### src/rtl/rs_pkg.sv
package rs_pkg;
  typedef enum logic [3:0] {
    ST_RUN,
    ST_DROP,
    ST_CRST,
    ST_ICLR,
    ST_PICK,
    ST_GRAPH,
    ST_CODE,
    ST_WAIT,
    ST_CHECK
  } rs_state_e;
endpackage

### src/rtl/rs_ver_pick.sv
module rs_ver_pick #(
  parameter int unsigned N_IMG = 4,
  parameter int unsigned LFSR_W = 16,
  parameter logic [LFSR_W-1:0] LFSR_TAPS = 16'hB400,
  localparam int unsigned VER_W = $clog2(N_IMG)
) (
  input  logic             clk_i,
  input  logic             rst_ni,
  input  logic             first_i,
  input  logic [VER_W-1:0] cur_ver_i,
  output logic [VER_W-1:0] pick_o
);
  logic [LFSR_W-1:0] lfsr_q;

  // free running, never zero
  always_ff @(posedge clk_i or negedge rst_ni) begin
    if (!rst_ni) lfsr_q <= LFSR_W'(16'hACE1);
    else         lfsr_q <= {1'b0, lfsr_q[LFSR_W-1:1]} ^ (lfsr_q[0] ? LFSR_TAPS : '0);
  end

  // offset 1..N-1 from current variant guarantees a different pick in one cycle
  always_comb begin
    if (first_i)
      pick_o = VER_W'(lfsr_q % LFSR_W'(N_IMG));
    else
      pick_o = VER_W'((LFSR_W'(cur_ver_i) + (lfsr_q % LFSR_W'(N_IMG - 1)) + LFSR_W'(1))
                      % LFSR_W'(N_IMG));
  end
endmodule

### src/rtl/rs_src_mux.sv
module rs_src_mux #(
  parameter int unsigned N_IMG = 4,
  parameter int unsigned DATA_W = 32,
  localparam int unsigned VER_W = $clog2(N_IMG)
) (
  input  logic [N_IMG*DATA_W-1:0] bank_i,
  input  logic [VER_W-1:0]        sel_i,
  output logic [DATA_W-1:0]       word_o
);
  logic [DATA_W-1:0] words [N_IMG];

  for (genvar g = 0; g < N_IMG; g++) begin : g_slice
    assign words[g] = bank_i[g*DATA_W +: DATA_W];
  end

  assign word_o = words[sel_i];
endmodule

### src/rtl/rs_dig_chk.sv
module rs_dig_chk #(
  parameter int unsigned DATA_W = 32,
  parameter int unsigned DIGEST_W = 256,
  parameter int unsigned IDX_W = 4,
  localparam int unsigned DIG_WORDS = DIGEST_W / DATA_W
) (
  input  logic                clk_i,
  input  logic                rst_ni,
  input  logic                cap_en_i,
  input  logic [IDX_W-1:0]    idx_i,
  input  logic [DATA_W-1:0]   word_i,
  input  logic                dig_ld_i,
  input  logic [DIGEST_W-1:0] dig_i,
  output logic                match_o
);
  logic [DIGEST_W-1:0] exp_w;
  logic [DIGEST_W-1:0] act_q;

  // expected digest sits in the leading graph words
  for (genvar k = 0; k < DIG_WORDS; k++) begin : g_cap
    logic [DATA_W-1:0] w_q;
    always_ff @(posedge clk_i or negedge rst_ni) begin
      if (!rst_ni)                               w_q <= '0;
      else if (cap_en_i && idx_i == IDX_W'(k))   w_q <= word_i;
    end
    assign exp_w[k*DATA_W +: DATA_W] = w_q;
  end

  always_ff @(posedge clk_i or negedge rst_ni) begin
    if (!rst_ni)       act_q <= '0;
    else if (dig_ld_i) act_q <= dig_i;
  end

  assign match_o = (exp_w == act_q);
endmodule

### src/rtl/recovery_sequencer.sv
module recovery_sequencer
  import rs_pkg::*;
#(
  parameter int unsigned N_IMG       = 4,
  parameter int unsigned DATA_W      = 32,
  parameter int unsigned IMG_WORDS   = 16,
  parameter int unsigned GRAPH_WORDS = 12,
  parameter int unsigned DIGEST_W    = 256,
  parameter int unsigned RST_CYC     = 4,
  parameter int unsigned CLR_CYC     = 4,
  parameter int unsigned LFSR_W      = 16,
  localparam int unsigned VER_W = $clog2(N_IMG),
  localparam int unsigned IA_W  = $clog2(IMG_WORDS),
  localparam int unsigned GA_W  = $clog2(GRAPH_WORDS),
  localparam int unsigned MAX_A = (IMG_WORDS > GRAPH_WORDS) ? IMG_WORDS : GRAPH_WORDS,
  localparam int unsigned MAX_B = (RST_CYC > CLR_CYC) ? RST_CYC : CLR_CYC,
  localparam int unsigned CNT_W = $clog2((MAX_A > MAX_B) ? MAX_A : MAX_B)
) (
  input  logic                    clk_i,
  input  logic                    rst_ni,
  input  logic                    violation_i,
  output logic                    busy_o,
  output logic                    mon_en_o,
  output logic                    pkt_drop_o,
  output logic                    core_rst_o,
  output logic                    imem_clr_o,
  output logic                    imem_we_o,
  output logic [IA_W-1:0]         imem_addr_o,
  output logic [DATA_W-1:0]       imem_wdata_o,
  output logic                    graph_we_o,
  output logic [GA_W-1:0]         graph_addr_o,
  output logic [DATA_W-1:0]       graph_wdata_o,
  output logic [VER_W-1:0]        active_ver_o,
  output logic [CNT_W-1:0]        src_addr_o,
  input  logic [N_IMG*DATA_W-1:0] code_bank_i,
  input  logic [N_IMG*DATA_W-1:0] graph_bank_i,
  output logic                    hash_valid_o,
  input  logic                    hash_ready_i,
  output logic [DATA_W-1:0]       hash_word_o,
  output logic                    hash_last_o,
  input  logic                    hash_done_i,
  input  logic [DIGEST_W-1:0]     hash_digest_i
);
  rs_state_e         st_q, st_d;
  logic [CNT_W-1:0]  cnt_q, cnt_d;
  logic [VER_W-1:0]  ver_q, pick;
  logic              have_q, ld_ver, match;
  logic [DATA_W-1:0] code_w, graph_w;

  rs_ver_pick #(.N_IMG(N_IMG), .LFSR_W(LFSR_W)) u_pick (
    .clk_i     (clk_i),
    .rst_ni    (rst_ni),
    .first_i   (!have_q),
    .cur_ver_i (ver_q),
    .pick_o    (pick)
  );

  rs_src_mux #(.N_IMG(N_IMG), .DATA_W(DATA_W)) u_code_mux (
    .bank_i (code_bank_i),
    .sel_i  (ver_q),
    .word_o (code_w)
  );

  rs_src_mux #(.N_IMG(N_IMG), .DATA_W(DATA_W)) u_graph_mux (
    .bank_i (graph_bank_i),
    .sel_i  (ver_q),
    .word_o (graph_w)
  );

  rs_dig_chk #(.DATA_W(DATA_W), .DIGEST_W(DIGEST_W), .IDX_W(CNT_W)) u_dig (
    .clk_i    (clk_i),
    .rst_ni   (rst_ni),
    .cap_en_i (st_q == ST_GRAPH),
    .idx_i    (cnt_q),
    .word_i   (graph_w),
    .dig_ld_i (st_q == ST_WAIT && hash_done_i),
    .dig_i    (hash_digest_i),
    .match_o  (match)
  );

  always_comb begin
    st_d   = st_q;
    cnt_d  = cnt_q;
    ld_ver = 1'b0;
    unique case (st_q)
      ST_RUN:   if (violation_i) st_d = ST_DROP;
      ST_DROP:  begin st_d = ST_CRST; cnt_d = '0; end
      ST_CRST:
        if (cnt_q == CNT_W'(RST_CYC - 1)) begin st_d = ST_ICLR; cnt_d = '0; end
        else cnt_d = cnt_q + CNT_W'(1);
      ST_ICLR:
        if (cnt_q == CNT_W'(CLR_CYC - 1)) begin st_d = ST_PICK; cnt_d = '0; end
        else cnt_d = cnt_q + CNT_W'(1);
      ST_PICK:  begin ld_ver = 1'b1; st_d = ST_GRAPH; cnt_d = '0; end
      ST_GRAPH:
        if (cnt_q == CNT_W'(GRAPH_WORDS - 1)) begin st_d = ST_CODE; cnt_d = '0; end
        else cnt_d = cnt_q + CNT_W'(1);
      ST_CODE:
        if (hash_ready_i) begin
          if (cnt_q == CNT_W'(IMG_WORDS - 1)) begin st_d = ST_WAIT; cnt_d = '0; end
          else cnt_d = cnt_q + CNT_W'(1);
        end
      ST_WAIT:  if (hash_done_i) st_d = ST_CHECK;
      ST_CHECK: begin st_d = match ? ST_RUN : ST_CRST; cnt_d = '0; end
      default:  begin st_d = ST_CRST; cnt_d = '0; end
    endcase
  end

  // startup enters at the core-reset step: load and check before first run
  always_ff @(posedge clk_i or negedge rst_ni) begin
    if (!rst_ni) begin
      st_q   <= ST_CRST;
      cnt_q  <= '0;
      ver_q  <= '0;
      have_q <= 1'b0;
    end else begin
      st_q  <= st_d;
      cnt_q <= cnt_d;
      if (ld_ver) begin
        ver_q  <= pick;
        have_q <= 1'b1;
      end
    end
  end

  assign busy_o        = (st_q != ST_RUN);
  assign mon_en_o      = (st_q == ST_RUN);
  assign pkt_drop_o    = (st_q == ST_DROP);
  assign core_rst_o    = !(st_q inside {ST_RUN, ST_DROP});
  assign imem_clr_o    = (st_q == ST_ICLR);
  assign graph_we_o    = (st_q == ST_GRAPH);
  assign graph_addr_o  = GA_W'(cnt_q);
  assign graph_wdata_o = graph_w;
  assign hash_valid_o  = (st_q == ST_CODE);
  assign hash_word_o   = code_w;
  assign hash_last_o   = hash_valid_o && (cnt_q == CNT_W'(IMG_WORDS - 1));
  assign imem_we_o     = hash_valid_o && hash_ready_i;
  assign imem_addr_o   = IA_W'(cnt_q);
  assign imem_wdata_o  = code_w;
  assign src_addr_o    = cnt_q;
  assign active_ver_o  = ver_q;
endmodule

### config.mk
export PLATFORM = sky130hd
export DESIGN_NAME = recovery_sequencer
export DESIGN_NICKNAME = d
export VERILOG_FILES = /design/src/rtl/rs_pkg.sv /design/src/rtl/rs_ver_pick.sv /design/src/rtl/rs_src_mux.sv /design/src/rtl/rs_dig_chk.sv /design/src/rtl/recovery_sequencer.sv
export SDC_FILE = /design/constraint.sdc
export NUM_CORES = 1
export LEC_CHECK = 0
export ABC_AREA = 1
export CAP_MARGIN = 0
export CORE_AREA = 2 2 245 247
export CTS_BUF_LIST = sky130_fd_sc_hd__clkbuf_16
export DETAILED_ROUTE_END_ITERATION = 8
export DIE_AREA = 0 0 247 249
export PLACE_DENSITY_LB_ADDON = 0.05
export SLEW_MARGIN = 30
export SYNTH_ARGS = -nofsm -noshare
export SYNTH_HDL_FRONTEND = slang
export SYNTH_SLANG_ARGS = --single-unit
### constraint.sdc
create_clock -name clk_i -period 12.7 [get_ports clk_i]
set_clock_uncertainty 0.05 [all_clocks]
set_input_delay 2.54 -clock clk_i [delete_from_list [all_inputs] [get_ports clk_i]]
set_output_delay 2.54 -clock clk_i [all_outputs]
set_load 0.005 [all_outputs]
==> metrics.md <==
| Metric | Value |
|---|---|
| Unrepaired setup endpoints after global routing | `false` |
| Post-layout util | `58.9%` |
| Initial antenna violation count | `10` |
| Slew headroom | `34.5%` |
| R2r startpoint | `u_pick.lfsr_q[15]` |
| Top-count cell post-synth | `nand2_1` |
| Post-synth top cells | `nand2_1 (778), dfrtp_1 (530), o21ai_0 (228), xor2_1 (214), mux2_2 (208)` |
| Post-Route WL | `104,000 µm` |
| H-tree lvl count | `2` |
| Worst hold margin | `0.326 ns` |
| Actual slew at the worst max-slew pin | `0.974 ns` |
| I/O pin cnt | `636` |
| MaxCap Viol Count | `0` |
| Layout cells sized above 1 | `12.6%` |
| Layout Nets | `3,826` |
| Crit Path Class | `primary input to primary output` |
| Crit path top cell by count | `clkdlybuf4s50_1` |
| Yosys warns | `0` |
| DIE AREA | `0.0615 mm²` |
| Starting Density | `43.6%` |
| CP endpoint kind | `primary output` |
| Final setup violation count | `0` |
| Layout overhead on the synthesized area | `35.0%` |
| Worst setup startpoint | `graph_bank_i[81]` |
| Post-synth ARST share | `100%` |
| Vias | `22,200` |
| Crit path time final | `7.14 ns` |
| Gpl congestion | `0.959` |
| Fin. Hold Viols | `0` |
| Area after DPL | `0.0329 mm²` |
| Via density per instance | `5.39` |
| Crit start category | `primary input` |
| Remaining antenna violation count | `0` |
| CTS tree | `yes` |
| Filler instances | `4,978` |
| Register bit total from synthesis | `539` |
| Predominant post-synthesis flop cell | `dfrtp_1` |
| Worst hold path class | `register to register` |
| Buffer count from post-CTS setup fixing | `0` |
| Worst VDD drop | `141 µV` |
| Post-cts resize count | `0` |
| RR Endpoint | `active_ver_o[1]` |
| CP cell instances | `clkdlybuf4s50_1 > o21ai_0 > o22ai_2 > clkdlybuf4s50_1` |
| Share of the synthesized area in the top cell type | `51.8%` |
| First-pass GRT wire length | `150,000 µm` |
| Die height | `249 µm` |
| Status | `finished clean` |
| Syn Std Cell Area | `0.0256 mm²` |
| DRT iter0 DRCs | `2,021` |
| Worst Hold Path EP | `u_pick.lfsr_q[5]` |
| CP delay by family, top | `buffers and inverters` |
| Cell Pwr Density | `220 mW/mm²` |
| Post-route clock period utilization | `56.2%` |
| Clk slew on worst S/H paths | `0.06 ns` |
| Syn Inst Count | `2,722` |
| Crit path DAT | `4.55 ns` |
| Drt wl/cell | `25.2 µm` |
| Largest net degree at the start of global routing | `135` |
| Drt drc | `0` |
| Clk buf depth | `3` |
| TritonCTS Sinks | `539` |
| Fin Setup TNS | `0 ns` |
| R2R depth | `43` |
| Die width | `247 µm` |
| Yosys top cell by area | `dfrtp_1` |
| Drt pass-1 iters | `6` |
| FF-to-FF setup slack | `7.45 ns` |
| Worst hold path depth | `0` |
| Syn nets | `3,246` |
| Critical path peak fanout | `9` |
| Total grt overflow | `0` |
| LEAKAGE | `16.7 nW` |
| Post-Layout Inst Area | `0.0345 mm²` |
| HP Start | `u_pick.lfsr_q[6]` |
| Slew Limit Fails | `0` |
| CP Data Required Time | `10.11 ns` |
| Vias in the first global route | `22,300` |
| CTS Root Cell | `clkbuf_16` |
| DP HPWL | `75,600 µm` |
| Port-buffer cells | `635` |
| Tot GR Track Use | `33.3%` |
| Synth Area per Inst | `9.40 µm²` |
| CORE AREA | `0.0587 mm²` |
| Hold-fix buffers, CTS | `0` |
| WP buf/inv | `2` |
| Synth cell types | `39` |
| CP max stage cell | `o22ai_2` |
| CTS Buf Count | `54` |
| Seq/Total Area, Yosys | `52.8%` |
| Synth top area cells | `dfrtp_1 (52%), nand2_1 (11%), mux2_2 (9.2%)` |
| EDFF count, synth | `0` |
| Cell Rows | `89` |
| Slowest stage delay, CP | `0.72 ns` |
| Clk_lat worst skew | `0.63 ns` |
| Fmax | `140 MHz` |
==> placed cells by master (no fill, tap or decap), types with 4 or more instances in the layout <==
cell and instances:
nor3_2 8, xor2_1 214, o22ai_2 33, clkinv_2 9, nand3_1 29, inv_1 162, a221oi_1 28, nand4_1 19
mux2_2 208, o21ai_0 228, o22ai_1 52, dfrtp_1 528, buf_4 50, dfstp_2 9, nor4_1 52, a21oi_1 9
nor2_1 159, o21ai_2 7, nand2_2 11, clkdlybuf4s50_1 634, ha_1 7, diode_2 4, nand2_1 777, clkinv_1 10
clkbuf_16 55, nand3_2 9
==> sequential cells by signal (all words and copies together) (netlist names) <==
| register | cells |
|---|---|
| active_ver_o | 2 |
| graph_addr_o | 4 |
| have_q | 1 |
| st_q | 4 |
| u_dig.act_q | 256 |
| u_dig.g_cap.w_q | 256 |
| u_pick.lfsr_q | 16 |
==> cell families after synthesis <==
| group | Yosys count | share of synthesized area, % |
|---|---|---|
| DFF | 539 | 52.8 |
| xor gates and xnor gates | 215 | 7.36 |
| buffers and inverters | 316 | 5.23 |
| adders and majority gates | 7 | 0.342 |
| AOI/OAI and AO/OA | 367 | 8.21 |
| and+or+nand+nor | 1070 | 16.9 |
| muxes | 208 | 9.15 |
==> power by group <==
| part | internal [W] | total [W] | switching (W) |
|---|---|---|---|
| sequential | 0.00230 | 0.00274 | 0.000437 |
| combinational | 0.00136 | 0.00334 | 0.00198 |
| clock | 0.000840 | 0.00153 | 0.000689 |
| total | 0.00450 | 0.00761 | 0.00311 |
==> worst reg2reg max path, delay by kind of cell (launching register included) <==
kind	cells	cell delay [ns]
compound gates	8	1.15
fa+ha+maj	3	0.58
simple gates	25	2.10
flops	1	0.55
buf+inv	4	0.24
xor+xnor	3	0.46
==> cell type report <==
| cell class | instances | area [µm²] | area share (%) |
|---|---|---|---|
| sequential | 539 | 13500 | 39.1 |
| multi-input combinational | 1867 | 11000 | 31.9 |
| tap | 773 | 967 | 2.80 |
| timing repair buffer | 691 | 6850 | 19.8 |
| clock buffer | 55 | 1380 | 3.98 |
| inverter | 149 | 568 | 1.64 |
| clock inverter | 39 | 256 | 0.743 |
| antenna | 4 | 10.0 | 0.0290 |
==> per-stage QoR <==
step,total power (W),worst slack (ns),cells
after floorplan,0.00433,7.10,2722
after global placement,0.00597,5.40,4016
after detailed placement,0.00604,5.40,4018
after CTS,0.00758,5.40,4112
after global routing,0.00800,5.52,4116
final,0.00761,5.56,4117
==> how the worst max path moves through the flow <==
stage          cells after the start  slack [ns]                 to
6_report                           4        5.56  graph_wdata_o[17]
5_1_grt                            4        5.52  graph_wdata_o[17]
4_1_cts                            4        5.40   imem_wdata_o[31]
3_5_place_dp                       4        5.40   imem_wdata_o[31]
3_3_place_gp                       4        5.40   imem_wdata_o[31]
2_1_floorplan                      2        7.10  graph_wdata_o[29]
==> metal layers <==
layer	GRT usage [%]	routed length [µm]	up-vias
met4	9.66	3010	2
met1	46.0	44700	11100
met3	4.33	6490	139
met5	0	13	-
met2	54.7	49600	873
li1	-	-	10100
Power figures use the tool's default switching activity.
